**src/rtl/prefix_pkg.sv**
```systemverilog
`timescale 1ns/1ps
package prefix_pkg;
  localparam int IDX_W = 4;
  localparam int REG_COUNT = 1 << IDX_W;
  localparam int OP_W = 8;
  localparam int GRP_W = OP_W - IDX_W;

  typedef logic [IDX_W-1:0] regIdx_t;

  // Command from control to the selection datapath
  typedef struct packed {
    logic    loadDst;
    logic    loadSrc;
    logic    setB;
    logic    clearSel;
    logic    hitPc;
    logic    hitRom;
    regIdx_t newIdx;
  } selCmd_t;
endpackage

```
**src/rtl/prefix_ctrl.sv**
```systemverilog
`timescale 1ns/1ps
module prefix_ctrl
  import prefix_pkg::*;
#(
  parameter int PC_IDX = 15,
  parameter int ROM_IDX = 14,
  parameter logic [GRP_W-1:0] TO_GRP = 4'h1,
  parameter logic [GRP_W-1:0] WITH_GRP = 4'h2,
  parameter logic [OP_W-1:0] STOP_OP = 8'h00
) (
  input  logic            instValid,
  input  logic [OP_W-1:0] opcode,
  input  logic            writesDst,
  input  logic            bFlag,
  input  regIdx_t         dstIdx,
  output selCmd_t         cmd
);
  logic isStop, isTo, isWith, isMove, doWrite;
  regIdx_t wrTarget;
  logic [REG_COUNT-1:0] regHit;

  assign isStop = instValid && (opcode == STOP_OP);
  assign isTo   = instValid && (opcode[OP_W-1:IDX_W] == TO_GRP);
  assign isWith = instValid && (opcode[OP_W-1:IDX_W] == WITH_GRP);
  assign isMove = isTo && bFlag;

  // A move writes the register named by its low nibble; others write dstIdx
  assign wrTarget = isMove ? opcode[IDX_W-1:0] : dstIdx;
  assign doWrite  = instValid && !isStop && !isWith && (isMove || (!isTo && writesDst));

  genvar gi;
  generate
    for (gi = 0; gi < REG_COUNT; gi++) begin : g_hit
      assign regHit[gi] = doWrite && (wrTarget == regIdx_t'(gi));
    end
  endgenerate

  always_comb begin
    cmd = '0;
    cmd.newIdx = opcode[IDX_W-1:0];
    if (instValid) begin
      if (isStop) begin
        cmd.clearSel = 1'b1;
      end else if (isWith) begin
        cmd.loadSrc = 1'b1;
        cmd.loadDst = 1'b1;
        cmd.setB    = 1'b1;
      end else if (isTo && !bFlag) begin
        cmd.loadDst = 1'b1;
      end else begin
        cmd.clearSel = 1'b1;
        cmd.hitPc    = regHit[PC_IDX];
        cmd.hitRom   = regHit[ROM_IDX];
      end
    end
  end
endmodule

```
**src/rtl/prefix_dpath.sv**
```systemverilog
`timescale 1ns/1ps
module prefix_dpath
  import prefix_pkg::*;
(
  input  logic    clk,
  input  logic    rst_n,
  input  selCmd_t cmd,
  output regIdx_t srcIdx,
  output regIdx_t dstIdx,
  output logic    bFlag,
  output logic    pcWrite,
  output logic    romReload
);
  always_ff @(posedge clk or negedge rst_n) begin
    if (!rst_n) begin
      srcIdx    <= '0;
      dstIdx    <= '0;
      bFlag     <= 1'b0;
      pcWrite   <= 1'b0;
      romReload <= 1'b0;
    end else begin
      pcWrite   <= cmd.hitPc;
      romReload <= cmd.hitRom;
      if (cmd.clearSel) begin
        srcIdx <= '0;
        dstIdx <= '0;
        bFlag  <= 1'b0;
      end else begin
        if (cmd.loadSrc) srcIdx <= cmd.newIdx;
        if (cmd.loadDst) dstIdx <= cmd.newIdx;
        if (cmd.setB)    bFlag  <= 1'b1;
      end
    end
  end
endmodule

```
**src/rtl/prefix_decoder.sv**
```systemverilog
`timescale 1ns/1ps
module prefix_decoder
  import prefix_pkg::*;
#(
  parameter int PC_IDX = 15,
  parameter int ROM_IDX = 14
) (
  input  logic            clk,
  input  logic            rst_n,
  input  logic            instValid,
  input  logic [OP_W-1:0] opcode,
  input  logic            writesDst,
  output logic [IDX_W-1:0] srcIdx,
  output logic [IDX_W-1:0] dstIdx,
  output logic            bFlag,
  output logic            pcWrite,
  output logic            romReload
);
  selCmd_t cmd;

  prefix_ctrl #(.PC_IDX(PC_IDX), .ROM_IDX(ROM_IDX)) u_ctrl (
    .instValid(instValid),
    .opcode(opcode),
    .writesDst(writesDst),
    .bFlag(bFlag),
    .dstIdx(dstIdx),
    .cmd(cmd)
  );

  prefix_dpath u_dpath (
    .clk(clk),
    .rst_n(rst_n),
    .cmd(cmd),
    .srcIdx(srcIdx),
    .dstIdx(dstIdx),
    .bFlag(bFlag),
    .pcWrite(pcWrite),
    .romReload(romReload)
  );
endmodule

```
**config.mk**
```make
export PLATFORM = sky130hd
export DESIGN_NAME = prefix_decoder
export DESIGN_NICKNAME = d
export VERILOG_FILES = /design/src/rtl/prefix_pkg.sv /design/src/rtl/prefix_ctrl.sv /design/src/rtl/prefix_dpath.sv /design/src/rtl/prefix_decoder.sv
export SDC_FILE = /design/constraint.sdc
export NUM_CORES = 1
export LEC_CHECK = 0
export ABC_AREA = 1
export BUFFER_PORTS_ARGS = -buffer_cell sky130_fd_sc_hd__buf_2
export CAP_MARGIN = 5
export CORE_AREA = 2 2 39 41
export DETAILED_ROUTE_END_ITERATION = 16
export DIE_AREA = 0 0 41 43
export PLACE_DENSITY = 0.78
export SETUP_SLACK_MARGIN = 0.05
export SYNTH_ARGS = -nofsm -noshare
export SYNTH_HDL_FRONTEND = slang
export SYNTH_HIERARCHICAL = 1
export SYNTH_SLANG_ARGS = --single-unit
```
**constraint.sdc**
```tcl
create_clock -name clk -period 3.6 [get_ports clk]
set_input_delay 0.72 -clock clk [delete_from_list [all_inputs] [get_ports clk]]
set_output_delay 0.72 -clock clk [all_outputs]
set_load 0.05 [all_outputs]
```
==> impl_results.md <==
- Outcome: complete, no violations
- TritonCTS clock tree: built
- Grt total ovfl: 0
- GR Util met1: roughly a quarter
- CP max stage delay: 0.48 ns
- Max-cap violations: 0
- Post-Synthesis Net Count: 98
- Vias in the first global route: 513
- Finished Layout Cells: 123
- Sequential fraction of the synthesis area: between 40% and 50%
- Chip height: approximately 43 um
- Clk root buf: clkbuf_4
- FF/Latch Area: 275 sq um
- Worst hold slack: around 0.31 ns
- CP Capture Type: output pin
- P_sw: 71.3 uW
- ANT cells: 0
- Synthesized area: around 650 sq um
- Worst Path Buf+Inv: 1
- # DRC: 0
- Critical path's top delay family: flip-flops
- Multi-input logic area: around 300 sq um
- Die Wd: roughly 41 um
- Detailed placer's ending HPWL: 1.07 mm
- Ratio of cells with drive above 1 in the final layout: 33.6%
- Vias per Instance: 4.88
- Core area: 1380 sq um
- Die ar.: 1760 sq um
- Sum Neg Setup Slack: 0 ns
- Tmin final: 1.77 ns
- Clk_lat worst skew: roughly 0.26 ns
- FF-to-FF setup slack: roughly 2.2 ns
- Period utilization: between 40% and 50%
- Clock slew seen by the registers of the worst setup and hold paths: 0.07 ns
- FILL cells: 133
- Most Crowded Layer GR: met2
- Overall Global Routing Usage: a little under a fifth
- Worst slew pin tran: 0.394 ns
- M3 GR Usage: ~6.3%
- Post-CTS Hold Fix Bufs: 0
- Post-route setup slack: 1.83 ns
- R2R Path Start: u_dpath/bFlag$_DFFE_PN0P_
- Worst setup SP type: register
- CP Cell Sequence: buf_2
- Setup Skew: around 0.0011 ns
- Post-synthesis area per instance: about 7.5 sq um
- Mapped Cells: 86
- Clock Path Buffers: 2
- CP arrival: around 1.1 ns
- Initial core utilization: 46.7%
- Maximum number of pins on one net before global-route repair: 12
- Final Max Slew Viols: 0
- Post-CTS sizing: 0
- H-tree depth: 1
- Iter 0 DRT Violations: 17
- Levels on crit path: 1
- Slowest CP cell: dfrtp_1
- Port Buf Inserts: 22
- Nets@finish: 120
- Final Hold Vio Count: 0
- # clock sinks: 11
- First-pass GRT wire length: approximately 2.1 mm
- Worst slew margin: between 70% and 80%
- Initial antenna violation count: 0
- Vias: 600
- Share of total power in sequential cells: 50.7%
- Critical path data required time: 2.88 ns
- Cells after DPL: around 120
- Total internal power: 180 uW
- Final setup violation count: 0
- Grt met2 use: 25.6%
- Reg2Reg Depth: 5
- Peak supply drop: between 0.15 and 0.2 mV
- Clock Power Share: roughly a third
- Synthesis-to-finish area growth: 18.4%
- Cell leakage power: between 0.4 and 0.5 nW
- Synth warn: 6
- RD Place Congestion: ~0.86
- Reg2reg end: u_dpath/dstIdx[0]$_DFFE_PN0P_
- Sw Ratio: 28.3%
- WL final: around 1.4 mm
- # rows: 14
- CTS Buf Count: 3
- RSZ-0062 raised after global routing: no
- Yosys reg bits: 11
- Antenna-violating nets left: 0
- Unique masters post-synth: 15
- Critical path class: register to output pin
- Place WS: approximately 1.6 ns
- Tightest Hold Check Type: primary input to async pin
- # IOs: 23
- Highest clock rate: 564 MHz
- Logic pwr share: between 15 and 20%
- CP max FO: 7
- DR WL/cell: 11.0 um
- # Post-CTS Setup Buffers: 0
- Pwr Density: roughly 330 nW/um^2
- 1st-pass router iterations: 4
kinds of logic (layout without fill, tap and decap cells):
| logic type | Yosys count | after routing | share of synthesized area [%] |
|---|---|---|---|
| DFF | 11 | 11 | 42.6 |
| and+or+nand+nor | 62 | 62 | 46.8 |
| buffers and inverters | 12 | 33 | 9.87 |
| AOI/OAI and AO/OA | 1 | 1 | 0.773 |
state kept, by name, summed over array words and instances, names as in the netlist:
| register | count |
|---|---|
| u_dpath/dstIdx | 4 |
| u_dpath/srcIdx | 4 |
| u_dpath/bFlag | 1 |
| u_dpath/pcWrite | 1 |
| u_dpath/romReload | 1 |
Yosys cell counts:
cell type,number,area [sq um]
nand2_1,28,105
nand3_1,12,60.1
dfrtp_1,11,275
nor2_1,10,37.5
buf_4,5,37.5
inv_1,5,18.8
nor2_4,3,33.8
and3_1,2,12.5
inv_2,2,7.51
nand2_2,2,12.5
nor2_2,2,12.5
nand3_2,1,10.0
nand4_1,1,6.26
nand4_2,1,12.5
o21ai_1,1,5.00
cells in the final DEF (no fill, tap or decap), drive strengths merged:
cell	n
nor2	15
o21ai	1
nand3	13
dfrtp	11
and3	2
clkbuf	4
nand4	2
nand2	30
buf	22
inv	7
layer usage:
layer,up-vias,part of all wire (%)
li1,309,-
met1,274,43
met2,17,52
met3,0,4.5
met4,0,0
met5,-,0
worst max-delay path by stage:
| stage | start | to | slack [ns] |
|---|---|---|---|
| detailed placement | opcode[7] | u_dpath/dstIdx[3]$_DFFE_PN0P_ | 1.55 |
| floorplan | opcode[7] | u_dpath/dstIdx[0]$_DFFE_PN0P_ | 1.81 |
| CTS | u_dpath/bFlag$_DFFE_PN0P_ | bFlag | 1.81 |
| global placement | opcode[7] | u_dpath/dstIdx[2]$_DFFE_PN0P_ | 1.60 |
| finish | u_dpath/bFlag$_DFFE_PN0P_ | bFlag | 1.83 |
| global route | opcode[7] | u_dpath/dstIdx[3]$_DFFE_PN0P_ | 1.65 |
through the flow:
| step | total power, mW | area, sq um | utilization, % |
|---|---|---|---|
| 5_1_grt | 0.270 | 766 | 55.3 |
| 6_report | 0.252 | 766 | 55.3 |
| 3_5_place_dp | 0.171 | 739 | 53.4 |
| 3_3_place_gp | 0.170 | 739 | 53.4 |
| 4_1_cts | 0.255 | 766 | 55.3 |
| 2_1_floorplan | 0.157 | 647 | - |
area by class of cell:
type | count | share of cell area [%]
clock buffer | 4 | 3.43
inverter | 7 | 3.43
multi-input combinational | 63 | 40.2
sequential | 11 | 35.9
tap | 16 | 2.61
timing repair buffer | 22 | 14.4
power by group through the flow:
stage	Clock, mW	Sequential [mW]	Combinational [mW]
2_1_floorplan	0	0.137	0.0196
3_3_place_gp	0	0.130	0.0397
3_5_place_dp	0	0.130	0.0410
4_1_cts	0.0861	0.128	0.0410
5_1_grt	0.0968	0.128	0.0453
6_report	0.0832	0.128	0.0409
Note: power is estimated with default switching activity, not from simulation.
